### config.mk
export PLATFORM = sky130hd
export DESIGN_NAME = cfg_byte_port
export DESIGN_NICKNAME = d
export VERILOG_FILES = /design/src/rtl/cfg_pkg.sv /design/src/rtl/cfg_strobe.sv /design/src/rtl/cfg_hold.sv /design/src/rtl/cfg_serializer.sv /design/src/rtl/cfg_byte_port.sv
export SDC_FILE = /design/constraint.sdc
export NUM_CORES = 1
export LEC_CHECK = 0
export ABC_CLOCK_PERIOD_IN_PS = 3100
export BUFFER_PORTS_ARGS = -buffer_cell sky130_fd_sc_hd__buf_4
export CAP_MARGIN = 10
export CORE_MARGIN = 8
export CORE_UTILIZATION = 55
export DETAILED_ROUTE_END_ITERATION = 8
export PLACE_DENSITY = 0.79
export SYNTH_ARGS = -nofsm -noshare
export SYNTH_HDL_FRONTEND = slang
export SYNTH_SLANG_ARGS = --single-unit
### constraint.sdc
create_clock -name clk -period 3.1 [get_ports clk]
set_input_delay 0.31 -clock clk [delete_from_list [all_inputs] [get_ports clk]]
set_output_delay 0.31 -clock clk [all_outputs]
set_load 0.01 [all_outputs]
### src/rtl/cfg_pkg.sv
package cfg_pkg;
  // Serial clock phase: a bit is set up while low and sampled on the rise.
  typedef enum logic {PH_LOW = 1'b0, PH_HIGH = 1'b1} sclk_ph_t;
endpackage

### src/rtl/cfg_strobe.sv
module cfg_strobe (
  input  logic clk,
  input  logic rst,
  input  logic cs_n,
  input  logic cs_act,
  input  logic wr_n,
  input  logic rd_n,
  output logic wr_go,
  output logic rd_en
);
  logic wr_n_q;
  logic sel;

  assign sel   = ~cs_n & cs_act;
  assign wr_go = sel & ~wr_n & wr_n_q;
  assign rd_en = sel & wr_n & ~rd_n;

  always_ff @(posedge clk) begin
    if (rst) wr_n_q <= 1'b1;
    else     wr_n_q <= wr_n;
  end
endmodule

### src/rtl/cfg_hold.sv
module cfg_hold #(
  parameter int DW = 8
) (
  input  logic          clk,
  input  logic          rst,
  input  logic          wr_go,
  input  logic [DW-1:0] din,
  input  logic          xfer,
  output logic          hold_v,
  output logic [DW-1:0] hold_d,
  output logic          ovr
);
  always_ff @(posedge clk) begin
    if (rst) begin
      hold_v <= 1'b0;
      hold_d <= '0;
      ovr    <= 1'b0;
    end else begin
      if (xfer) hold_v <= 1'b0;
      if (wr_go) begin
        if (!hold_v) begin
          hold_v <= 1'b1;
          hold_d <= din;
        end else begin
          ovr <= 1'b1;
        end
      end
    end
  end
endmodule

### src/rtl/cfg_serializer.sv
module cfg_serializer #(
  parameter int DW = 8
) (
  input  logic          clk,
  input  logic          rst,
  input  logic          osc_en,
  input  logic          load,
  input  logic [DW-1:0] load_d,
  output logic          idle,
  output logic          ser_dat,
  output logic          ser_clk
);
  import cfg_pkg::*;
  localparam int CW = (DW > 1) ? $clog2(DW) : 1;
  localparam logic [CW-1:0] LAST = CW'(DW - 1);

  logic [DW-1:0] sreg;
  logic          busy;
  logic [CW-1:0] bitn;
  sclk_ph_t      ph;

  assign idle    = ~busy;
  assign ser_dat = sreg[0];
  assign ser_clk = (ph == PH_HIGH);

  always_ff @(posedge clk) begin
    if (rst) begin
      sreg <= '0;
      busy <= 1'b0;
      bitn <= '0;
      ph   <= PH_LOW;
    end else if (load && !busy) begin
      sreg <= load_d;
      busy <= 1'b1;
      bitn <= '0;
      ph   <= PH_LOW;
    end else if (busy && osc_en) begin
      if (ph == PH_LOW) begin
        ph <= PH_HIGH;
      end else begin
        ph   <= PH_LOW;
        sreg <= sreg >> 1;
        if (bitn == LAST) begin
          busy <= 1'b0;
          bitn <= '0;
        end else begin
          bitn <= bitn + 1'b1;
        end
      end
    end
  end
endmodule

### src/rtl/cfg_byte_port.sv
module cfg_byte_port #(
  parameter int DW       = 8,
  parameter int STAT_LSB = 3
) (
  input  logic                   clk,
  input  logic                   rst,
  input  logic                   osc_en,
  input  logic                   cs_n,
  input  logic                   cs_act,
  input  logic                   wr_n,
  input  logic                   rd_n,
  input  logic [DW-1:0]          din,
  output logic                   ser_dat,
  output logic                   ser_clk,
  output logic                   rdy,
  output logic                   ovr,
  output logic                   stat_oe,
  output logic [DW-STAT_LSB-1:0] stat_q
);
  localparam int SW = DW - STAT_LSB;

  logic          wr_go;
  logic          rd_en;
  logic          hold_v;
  logic [DW-1:0] hold_d;
  logic          sh_idle;
  logic          xfer;

  cfg_strobe u_strobe (
    .clk(clk), .rst(rst), .cs_n(cs_n), .cs_act(cs_act),
    .wr_n(wr_n), .rd_n(rd_n), .wr_go(wr_go), .rd_en(rd_en)
  );

  assign xfer = hold_v & sh_idle;

  cfg_hold #(.DW(DW)) u_hold (
    .clk(clk), .rst(rst), .wr_go(wr_go), .din(din), .xfer(xfer),
    .hold_v(hold_v), .hold_d(hold_d), .ovr(ovr)
  );

  cfg_serializer #(.DW(DW)) u_ser (
    .clk(clk), .rst(rst), .osc_en(osc_en), .load(xfer), .load_d(hold_d),
    .idle(sh_idle), .ser_dat(ser_dat), .ser_clk(ser_clk)
  );

  assign rdy     = ~hold_v;
  assign stat_oe = rd_en;
  assign stat_q  = {SW{rdy}};
endmodule

=== After elaboration in Yosys (flattened, before gate mapping) ===
Index checks and enable logic that the tools add are counted.

* Flip-flop bits (word level): 24

* Add/sub/neg operators: 1
* Equality and inequality tests: 1
* Muxes and demuxes: 12
* Bitwise gates (word level): 11
* Reduce and logical (&&, ||, !) cells: 12

{| class="wikitable"
|+ Operators by type and width
! operator !! number
|-
| 8-bit two-way mux || 3
|-
| 1-bit two-way mux || 8
|-
| 2-bit AND reduction || 4
|-
| 1-bit AND || 6
|-
| 2-bit nonzero test || 3
|-
| 1-bit NOT || 5
|-
| 3-bit by 1-bit adder with 3-bit output, second input constant || 1
|-
| 3-bit == test, second input constant || 1
|-
| 3-bit two-way mux || 1
|-
| 3-bit AND reduction || 1
|-
| 1-bit logical AND || 2
|-
| 2-bit OR reduction || 1
|-
| 1-bit logical NOT || 1
|}

=== Logic depth before layout (Yosys ltp) ===
Gate-level depths: netlist of run 1.

* Depth after elaboration: 5
* Depth in mapped cells: 5
* Mapped depth without buffers: 4

=== Hierarchy ===
Synthesis of run 1 repeated with hierarchy kept, for this count alone.

* Cell total of the unflattened synthesis: 122
* Area, all modules: 1192.4 sq um

{| class="wikitable"
|+ Modules (own cells, without submodules)
! module !! instances !! cells an instance !! area each (sq um) !! sequential area each (sq um)
|-
| cfg_serializer || 1 || 69 || 638.1 || 260.2
|-
| cfg_hold || 1 || 42 || 455.4 || 200.2
|-
| cfg_strobe || 1 || 4 || 51.3 || 20.0
|-
| cfg_byte_port || 1 || 7 || 47.5 || 0.0
|}

=== Least setup slack after synthesis of run 1 ===
No wires, ideal clock.

* Path kind: register to register
* Start: register u_ser.bitn[0]
* End: register u_ser.bitn[0]
* Library setup time: 0.079 ns
* Arrival time: 1.171 ns
* Path slack: 1.849 ns
* Cell stages (with the launch flop): 5
* Cells stage by stage: dfxtp_1 -> ha_1 -> ha_1 -> or3_1 -> a211oi_2

* Word-level cells in the longest chain between the ends: 2
* Elaborated cells between the ends (all ways): 3
* Classes of those cells: add/sub (1); eq/ne (1); mux (1)

{| class="wikitable"
|+ RTL lines
! item !! RTL line !! source
|-
| from (decl) || cfg_serializer.sv:19 || <nowiki>logic [CW-1:0] bitn;</nowiki>
|-
| from (signal assigned) || cfg_serializer.sv:47 || <nowiki>bitn <= bitn + 1'b1;</nowiki>
|-
| 3-bit by 1-bit adder with 3-bit output or 3-bit == test (tied branches) || cfg_serializer.sv:47, cfg_serializer.sv:43 ||
|-
| 3-bit two-way mux * || cfg_serializer.sv:43 || <nowiki>if (bitn == LAST) begin</nowiki>
|}

Mark *: on every way between the ends. The rest lies on a longest branch, timed or not.
A chain may end at the register's enable or synchronous reset.

=== Worst setup path in the final report of run 1 ===
* Start: register u_hold.hold_v
* End: output port stat_q[2]

* Word-level cells in the longest chain between the ends: 1

{| class="wikitable"
|+ RTL lines
! item !! RTL line !! source
|-
| from (decl) || cfg_hold.sv:9 || <nowiki>output logic hold_v,</nowiki>
|-
| from (signal assigned) || cfg_hold.sv:15 || <nowiki>hold_v <= 1'b0;</nowiki>
|-
| from (signal assigned) || cfg_hold.sv:19 || <nowiki>if (xfer) hold_v <= 1'b0;</nowiki>
|-
| from (signal assigned) || cfg_hold.sv:22 || <nowiki>hold_v <= 1'b1;</nowiki>
|-
| 1-bit NOT (no line) || n/a ||
|-
| to (decl) || cfg_byte_port.sv:18 || <nowiki>output logic [DW-STAT_LSB-1:0] stat_q</nowiki>
|}

No other way between the ends.

==> results of run 1 <==
[state kept, by name, indices dropped and copies added, names as in the netlist]
name / count
u_hold.hold_d: 8
u_ser.sreg: 8
u_ser.bitn: 3
u_hold.hold_v: 1
u_hold.ovr: 1
u_ser.busy: 1
u_ser.ser_clk: 1
u_strobe.wr_n_q: 1
[synth_stat cells]
library cell	n	area, sq um
nor3_1	16	80.08
a211oi_2	1	12.51
xor2_1	1	8.760
or3_1	1	6.260
and4bb_1	1	12.51
nor3b_1	1	7.510
nand4_1	1	6.260
nor2_1	10	37.54
and2_1	1	6.260
a31o_2	7	61.31
a211oi_1	1	7.510
buf_4	7	52.55
buf_6	1	11.26
nand2_1	5	18.77
nand3_4	1	17.52
a21oi_1	11	55.05
inv_1	2	7.510
nor2b_1	1	6.260
ha_1	2	25.02
buf_2	5	25.02
and3_2	1	7.510
dfxtp_1	24	480.5
nor4bb_1	1	10.01
or2_2	1	6.260
nand2b_1	8	50.05
o21ai_0	8	40.04
mux2i_1	2	20.02
nand3_1	1	5.000
[through the flow]
step | util [%] | instances
2_1_floorplan | - | 122
3_3_place_gp | 63.62 | 160
3_5_place_dp | 63.62 | 160
4_1_cts | 65.53 | 164
5_1_grt | 65.53 | 164
6_report | 65.53 | 164
[cell type report]
type / count / area (sq um)
Sequential cell: 24 / 480.5
Fill cell: 171 / 655.6
Tap cell: 27 / 33.78
Clock buffer: 4 / 36.28
Timing Repair Buffer: 24 / 180.2
Inverter: 2 / 7.507
Multi-Input combinational cell: 83 / 508.0
[critical path: stages (launching register included)]
cell     delay, ns
dfxtp_1       0.38
inv_1         0.35
buf_4         0.21
[worst max-delay path by stage]
| stage | depth (start not counted) | slack (ns) | to |
|---|---|---|---|
| floorplan | 4 | 1.85 | u_ser.bitn[0]$_SDFFE_PP0P_ |
| global placement | 4 | 1.62 | u_hold.hold_d[5]$_SDFFE_PP0P_ |
| detailed placement | 4 | 1.59 | u_hold.hold_d[5]$_SDFFE_PP0P_ |
| CTS | 2 | 1.51 | stat_q[2] |
| global route | 3 | 1.42 | u_ser.sreg[3]$_SDFFE_PP0P_ |
| finish | 2 | 1.52 | stat_q[2] |
[routing by layer]
metal / vias up / share of wire (%) / wire length [um]
li1: 453 / - / -
met1: 411 / 43 / 999
met2: 17 / 51 / 1173
met3: 5 / 3.6 / 84
met4: 0 / 2.0 / 46
met5: - / 0 / 0
[cell families after synthesis]
| group | after synthesis | share of synthesized area [%] |
|---|---|---|
| xor+xnor | 1 | 0.8075 |
| simple gates | 50 | 25.61 |
| buf+inv | 15 | 8.881 |
| mux | 2 | 1.846 |
| compound gates | 28 | 16.26 |
| fa+ha+maj | 2 | 2.306 |
| flops | 24 | 44.29 |
[power breakdown]
group          switching [mW]  total, mW  internal (mW)
combinational          0.0236     0.0500         0.0265
clock                  0.0948      0.167         0.0719
sequential            0.00575      0.322          0.316
total                   0.124      0.539          0.415
==> impl_metrics.tcl, run 1 <==
set metrics [dict create \
    clock_sinks 24 \
    drive_gt1_share_pct 28.47 \
    setup.worst_path.start "u_hold.hold_v$_SDFF_PP0_" \
    fin_ws_ns 1.522 \
    synth_nets 139 \
    syn_area_per_cell_sq_um 8.892 \
    fmax_mhz 633.7 \
    finalSetupTns_ns 0 \
    ant_nets 0 \
    final_cell_mix "buf_4 (24), dfxtp_1 (24), nor3_1 (16)" \
    cts_tree "built" \
    fin_hold_ws_ns 0.1937 \
    min_path_type "primary input to flop" \
    drt_pass1_iterations 4 \
    grt_pass1_vias 877 \
    timing.reg2reg.setup_slack_ns 1.61 \
    antenna_found_initial 0 \
    cts-htree-levels 1 \
    cp_max_fo 16 \
    ff2ff_path_depth 3 \
    coreArea_sq_um 1902 \
    grt.met1_usage_pct 14.50 \
    ir_drop_mv 0.2665 \
    areaGrowthSynthToFinish_pct 14.88 \
    rsz0062_at_grt "no" \
    clock_latency_ns 0.32 \
    finalMaxSlewViolations 0 \
    route.vias.total 886 \
    ys_types 28 \
    yosysWarnings 0 \
    ctsRootBufferMaster "clkbuf_4" \
    die_w_um 60.41 \
    fin_crit_ns 1.578 \
    grt_max_degree 18 \
    finalWirelength_mm 2.304 \
    cp.required_ns 2.79 \
    worst_pin_slew_ns 0.7838 \
    cp.arrival_ns 1.27 \
    post_cts_resized 0 \
    drc 0 \
    io_buffers 24 \
    start_kind "flop" \
    busiest_layer "met2" \
    leakage_nw 0.5136 \
    ioPinCount 25 \
    finalNetCount 155 \
    syn_inst 122 \
    place.gp.congestion 0.6964 \
    post-place-ws_ns 1.591 \
    dieArea_sq_um 3649 \
    outcome "completed" \
    p_total_mw 0.5389 \
    grt_first_pass_wirelength_mm 3.684 \
    grtUsageTotal_pct 13.22 \
    hold_path.startpoint "wr_n" \
    postCtsSetupBuffers 0 \
    initial_core_util_pct 57.04 \
    post_drt_wl_per_cell_um 14.05 \
    drt_iter0_markers 21 \
    cts_hold_buf 0 \
    placed_area_sq_um 1210 \
    critical_path_class "flop to output port" \
    yosysSeqAreaShare_pct 44.29 \
    final_hold_viol_count 0 \
    numCtsBuffers 3 \
    holdPathStages 2 \
    num_rows 16 \
    power.density_nw_per_um2 432.4 \
    grtUsageMet3_pct 2.754 \
    end_kind "output port" \
    clkTransAtPathRegs_ns 0.13 \
    place_hpwl_mm 1.727 \
    ys_ff_latch 24 \
    syn_area_sq_um 1085 \
    cap_violations 0 \
    grt-ovfl-total 0 \
    worstHoldEndpoint "u_strobe.wr_n_q$_SDFF_PP1_" \
    fp.dieH_um 60.41 \
    n_antenna_cell 0 \
    relSlewSlack_pct 47.64 \
    reg2reg_from "u_hold.hold_v$_SDFF_PP0_" \
    fin_skew_ns 0.001322 \
    cts_buffer_depth 2 \
    period_share_pct 50.91 \
    final_cell_area_sq_um 1246 \
    viasPerCell 5.402 \
    setup-violations-final 0 \
    grt_util_met2_pct 23.17 \
    reg2reg_to "u_ser.sreg[3]$_SDFFE_PP0P_" \
]
Power figures use the tool's default switching activity.
==> run 2: changes to the inputs <==
--- a/config.mk
+++ b/config.mk
@@ -5,13 +5,13 @@
 export SDC_FILE = /design/constraint.sdc
 export NUM_CORES = 1
 export LEC_CHECK = 0
-export ABC_CLOCK_PERIOD_IN_PS = 3100
+export ABC_CLOCK_PERIOD_IN_PS = 1600
 export BUFFER_PORTS_ARGS = -buffer_cell sky130_fd_sc_hd__buf_4
 export CAP_MARGIN = 10
 export CORE_MARGIN = 8
-export CORE_UTILIZATION = 55
+export CORE_UTILIZATION = 51
 export DETAILED_ROUTE_END_ITERATION = 8
-export PLACE_DENSITY = 0.79
+export PLACE_DENSITY = 0.74
 export SYNTH_ARGS = -nofsm -noshare
 export SYNTH_HDL_FRONTEND = slang
 export SYNTH_SLANG_ARGS = --single-unit
==> constraint.sdc (replaced) <==
create_clock -name clk -period 1.6 [get_ports clk]
set_input_delay 0.16 -clock clk [delete_from_list [all_inputs] [get_ports clk]]
set_output_delay 0.16 -clock clk [all_outputs]
set_load 0.01 [all_outputs]
==> impl_metrics.tcl, run 2 (synthesis results as in run 1) <==
set metrics [dict create \
    ant_nets 0 \
    timing.reg2reg.setup_slack_ns 0.26 \
    post_drt_wl_per_cell_um 12.47 \
    clock_sinks 24 \
    clkTransAtPathRegs_ns 0.13 \
    final_cell_mix "buf_4 (26), dfxtp_1 (24), nor3_1 (16)" \
    clock_latency_ns 0.30 \
    cp_max_fo 11 \
    finalSetupTns_ns 0 \
    leakage_nw 0.5302 \
    path_common_cell "buf_4" \
    antenna_found_initial 0 \
    period_share_pct 86.00 \
    worst_pin_slew_ns 0.3854 \
    n_antenna_cell 0 \
    cts-htree-levels 1 \
    top_regs "u_hold.hold_d: 8 flops, u_ser.sreg: 8 flops, u_ser.bitn: 3 flops" \
    drive_gt1_share_pct 29.50 \
    cts_tree "built" \
    fin_skew_ns 0.007453 \
    drc 0 \
    cts_buffer_depth 2 \
    numCtsBuffers 3 \
    die_w_um 62.12 \
    seqPwrFrac_pct 54.4 \
    critical_path_class "flop to output port" \
    io_buffers 24 \
    layout_commonest_cell "buf_4" \
    critPathMaxStageDelay_ns 0.44 \
    num_rows 16 \
    final_hold_viol_count 0 \
    route.vias.total 879 \
    final_util_pct 64.46 \
    fmax_mhz 726.8 \
    dieArea_sq_um 3859 \
    grtUsageTotal_pct 11.09 \
    fp.dieH_um 62.12 \
    ioPinCount 25 \
    place.gp.congestion 0.7470 \
    grt-ovfl-total 0 \
    holdPathStages 2 \
    end_kind "output port" \
    setup-violations-final 0 \
    clock_power_share_pct 37.2 \
    rsz0062_at_grt "no" \
    fin_hold_ws_ns 0.04716 \
    critPathSlowestCell "dfxtp_1" \
    post_cts_resized 0 \
    cap_violations 0 \
    min_path_type "primary input to flop" \
    worstPathCellList "inv_1 > buf_4 > buf_4" \
    ctsRootBufferMaster "clkbuf_4" \
    p_sw_mw 0.2275 \
    viasPerCell 5.295 \
    coreArea_sq_um 1982 \
    grt_first_pass_wirelength_mm 3.622 \
    cts_hold_buf 0 \
    drt_pass1_iterations 4 \
    finalNetCount 157 \
    outcome "completed" \
    cp.arrival_ns 1.22 \
    relSlewSlack_pct 74.28 \
    ir_drop_mv 0.5286 \
    sw_frac_of_total_pct 19.85 \
    ff2ff_path_depth 4 \
    cp.required_ns 1.44 \
    drt_iter0_markers 26 \
    areaGrowthSynthToFinish_pct 17.76 \
    power.internal_mw 0.9184 \
    start_kind "flop" \
    fin_crit_ns 1.376 \
    finalWirelength_mm 2.070 \
    power.density_nw_per_um2 897.0 \
    combPwrFrac_pct 8.5 \
    grt_max_degree 18 \
    initial_core_util_pct 54.73 \
    postCtsSetupBuffers 0 \
    finalMaxSlewViolations 0 \
    place_hpwl_mm 1.542 \
    grt_pass1_vias 825 \
]
run 2: changes by cell type in the layout (fill, tap and decap cells not counted):
cell / delta
buf_4: +2
clkbuf_8: -1
bufinv_16: +1
run 2: layout make-up:
type	count	area, sq um
clock buffers	3	22.52
clock inverters	1	30.03
fillers	179	704.4
inverters	2	7.507
multi-input cells	83	508.0
flip-flops and latches	24	480.5
well taps	27	33.78
repair buffers	26	195.2
run 2: routing by layer:
layer  vias to the layer above  wire length (um)  GRT usage [%]
met5                         -                 0              0
met4                         0                12          3.499
met3                         2                81          3.226
met2                        22               939          17.34
met1                       395              1036          14.18
li1                        460                 -              -
run 2: worst paths after layout:
kind                                                     from                            end
worst max-delay path                 u_hold.hold_v$_SDFF_PP0_                      stat_q[4]
worst min-delay path                                     wr_n     u_strobe.wr_n_q$_SDFF_PP1_
worst max register to register     u_ser.bitn[0]$_SDFFE_PP0P_     u_ser.bitn[0]$_SDFFE_PP0P_
worst min register to register  u_hold.hold_d[5]$_SDFFE_PP0P_  u_hold.hold_d[5]$_SDFFE_PP0P_
run 2: metrics by stage:
stage                     instance area, sq um  power (mW)  setup slack (ns)  instances
after floorplan                           1085      0.6920            0.3493        122
after global placement                    1225      0.7316            0.2701        162
after detailed placement                  1225      0.7339            0.2437        162
after CTS                                 1277       1.161            0.2071        166
after global routing                      1277       1.209           0.09724        166
final                                     1277       1.146            0.2240        166
run 2: power by group through the flow:
| stage | logic, mW | registers (mW) | clock network [mW] |
|---|---|---|---|
| after floorplan | 0.0588 | 0.633 | 0 |
| after global placement | 0.0957 | 0.636 | 0 |
| after detailed placement | 0.0974 | 0.636 | 0 |
| after CTS | 0.0980 | 0.623 | 0.439 |
| after global routing | 0.108 | 0.626 | 0.476 |
| final | 0.0971 | 0.623 | 0.426 |
run 2: worst max-delay path: cells and delay by family, from the launching register on:
kind | cells | cell delay (ns)
buffers and inverters | 3 | 0.47
DFF | 1 | 0.44
==> run 3: changes to the inputs <==
--- a/config.mk
+++ b/config.mk
@@ -5,13 +5,15 @@
 export SDC_FILE = /design/constraint.sdc
 export NUM_CORES = 1
 export LEC_CHECK = 0
-export ABC_CLOCK_PERIOD_IN_PS = 1600
+export ABC_CLOCK_PERIOD_IN_PS = 1650
 export BUFFER_PORTS_ARGS = -buffer_cell sky130_fd_sc_hd__buf_4
 export CAP_MARGIN = 10
+export CELL_PAD_IN_SITES_DETAIL_PLACEMENT = 1
+export CELL_PAD_IN_SITES_GLOBAL_PLACEMENT = 1
 export CORE_MARGIN = 8
-export CORE_UTILIZATION = 51
+export CORE_UTILIZATION = 41
 export DETAILED_ROUTE_END_ITERATION = 8
-export PLACE_DENSITY = 0.74
+export PLACE_DENSITY = 0.79
 export SYNTH_ARGS = -nofsm -noshare
 export SYNTH_HDL_FRONTEND = slang
 export SYNTH_SLANG_ARGS = --single-unit
==> constraint.sdc (replaced) <==
create_clock -name clk -period 1.65 [get_ports clk]
set_input_delay 0.165 -clock clk [delete_from_list [all_inputs] [get_ports clk]]
set_output_delay 0.165 -clock clk [all_outputs]
set_load 0.01 [all_outputs]
==> impl_metrics.tcl, run 3 (synthesis results as in run 1) <==
set metrics [dict create \
    cts_buffer_depth 2 \
    relSlewSlack_pct 73.52 \
    cts_hold_buf 0 \
    finalSetupTns_ns 0 \
    grt_first_pass_wirelength_mm 4.209 \
    end_kind "output port" \
    drt_pass1_iterations 4 \
    rsz0062_at_grt "no" \
    grt_pass1_vias 919 \
    clock_sinks 24 \
    finalWirelength_mm 2.430 \
    cp_max_fo 15 \
    ioPinCount 25 \
    finalNetCount 159 \
    critPathSlowestCell "dfxtp_1" \
    viasPerCell 5.158 \
    path_delay_family "flip-flops" \
    place.gp.congestion 0.7407 \
    num_rows 18 \
    cp.arrival_ns 1.24 \
    clock_latency_ns 0.31 \
    period_share_pct 84.93 \
    die_w_um 67.44 \
    busiest_layer "met2" \
    final_hold_viol_count 0 \
    outcome "completed" \
    cts_tree "built" \
    fin_skew_ns 0.005618 \
    place_hpwl_mm 1.846 \
    initial_core_util_pct 43.39 \
    path_common_cell "buf_4" \
    final_util_pct 51.20 \
    clkTransAtPathRegs_ns 0.13 \
    postCtsSetupBuffers 0 \
    route.vias.total 882 \
    dieArea_sq_um 4547 \
    fp.dieH_um 67.44 \
    grt.met1_usage_pct 14.04 \
    start_kind "flop" \
    worstPathCellList "inv_1 > buf_4 > buf_4" \
    grtUsageMet3_pct 3.146 \
    final_cell_mix "buf_4 (28), dfxtp_1 (24), nor3_1 (16)" \
    worst_pin_slew_ns 0.3968 \
    drc 0 \
    setup-violations-final 0 \
    critical_path_class "flop to output port" \
    n_antenna_cell 0 \
    cap_violations 0 \
    grt_util_met2_pct 19.47 \
    grtUsageTotal_pct 11.82 \
    post_cts_resized 0 \
    ir_drop_mv 0.5332 \
    fin_crit_ns 1.401 \
    io_buffers 24 \
    ant_nets 0 \
    numCtsBuffers 3 \
    finalMaxSlewViolations 0 \
    crit_buf_inv 3 \
    grt-ovfl-total 0 \
    grt_max_degree 18 \
    drive_gt1_share_pct 30.50 \
    post_drt_wl_per_cell_um 14.21 \
    power.density_nw_per_um2 791.1 \
    antenna_found_initial 0 \
    layout_commonest_cell "buf_4" \
    critPathMaxStageDelay_ns 0.48 \
    fmax_mhz 713.6 \
    cts-htree-levels 1 \
    min_path_type "primary input to flop" \
    areaGrowthSynthToFinish_pct 17.99 \
    drt_iter0_markers 29 \
    cp.required_ns 1.48 \
    leakage_nw 0.5340 \
    ctsRootBufferMaster "clkbuf_4" \
    coreArea_sq_um 2500 \
    top_regs "u_hold.hold_d: 8 flops, u_ser.sreg: 8 flops, u_ser.bitn: 3 flops" \
]
==> run 3: routing by layer <==
layer	part of all wire, %	vias to the layer above
met5	0	-
met4	1.7	0
met3	4.7	4
met2	47	17
met1	47	401
li1	-	460
==> run 3: layout make-up <==
cell class	count	area [sq um]
fill	303	1220
multi-input combinational	83	508.0
sequential	24	480.5
timing repair buffer	28	210.2
tap	30	37.54
clock buffer	4	36.28
inverter	2	7.507
==> run 3: power by group <==
group	internal (mW)	switching, mW	leakage [nW]
Sequential	0.594	0.0101	0.195
Clock	0.135	0.176	0.0210
Combinational	0.0529	0.0445	0.318
Total	0.782	0.231	0.534
==> run 3: worst paths after layout <==
path                                                 start                         end  slack (ns)  depth (start not counted)
worst max-delay path              u_hold.hold_v$_SDFF_PP0_                   stat_q[2]        0.25                          3
worst min-delay path                                  wr_n  u_strobe.wr_n_q$_SDFF_PP1_        0.05                          2
worst max register to register  u_ser.bitn[0]$_SDFFE_PP0P_  u_ser.bitn[0]$_SDFFE_PP0P_        0.27                          4
worst min register to register  u_ser.sreg[7]$_SDFFE_PP0P_  u_ser.sreg[7]$_SDFFE_PP0P_        0.48                          2
==> run 3: through the flow <==
step | hold WS [ns] | setup WS (ns) | power (mW) | cells | cell area (sq um)
floorplan | 0.2716 | 0.3993 | 0.6710 | 122 | 1085
global placement | 0.3679 | 0.3554 | 0.7136 | 167 | 1244
detailed placement | 0.3766 | 0.2748 | 0.7161 | 167 | 1244
CTS | 0.04288 | 0.2389 | 1.024 | 171 | 1280
global route | 0.03853 | 0.1608 | 1.057 | 171 | 1280
finish | 0.04616 | 0.2486 | 1.013 | 171 | 1280
==> run 3: worst register-to-register path, stage by stage (launching register included) <==
cell and delay (ns):
dfxtp_1 0.35, ha_1 0.20, ha_1 0.20, or3_1 0.38
a211oi_2 0.18
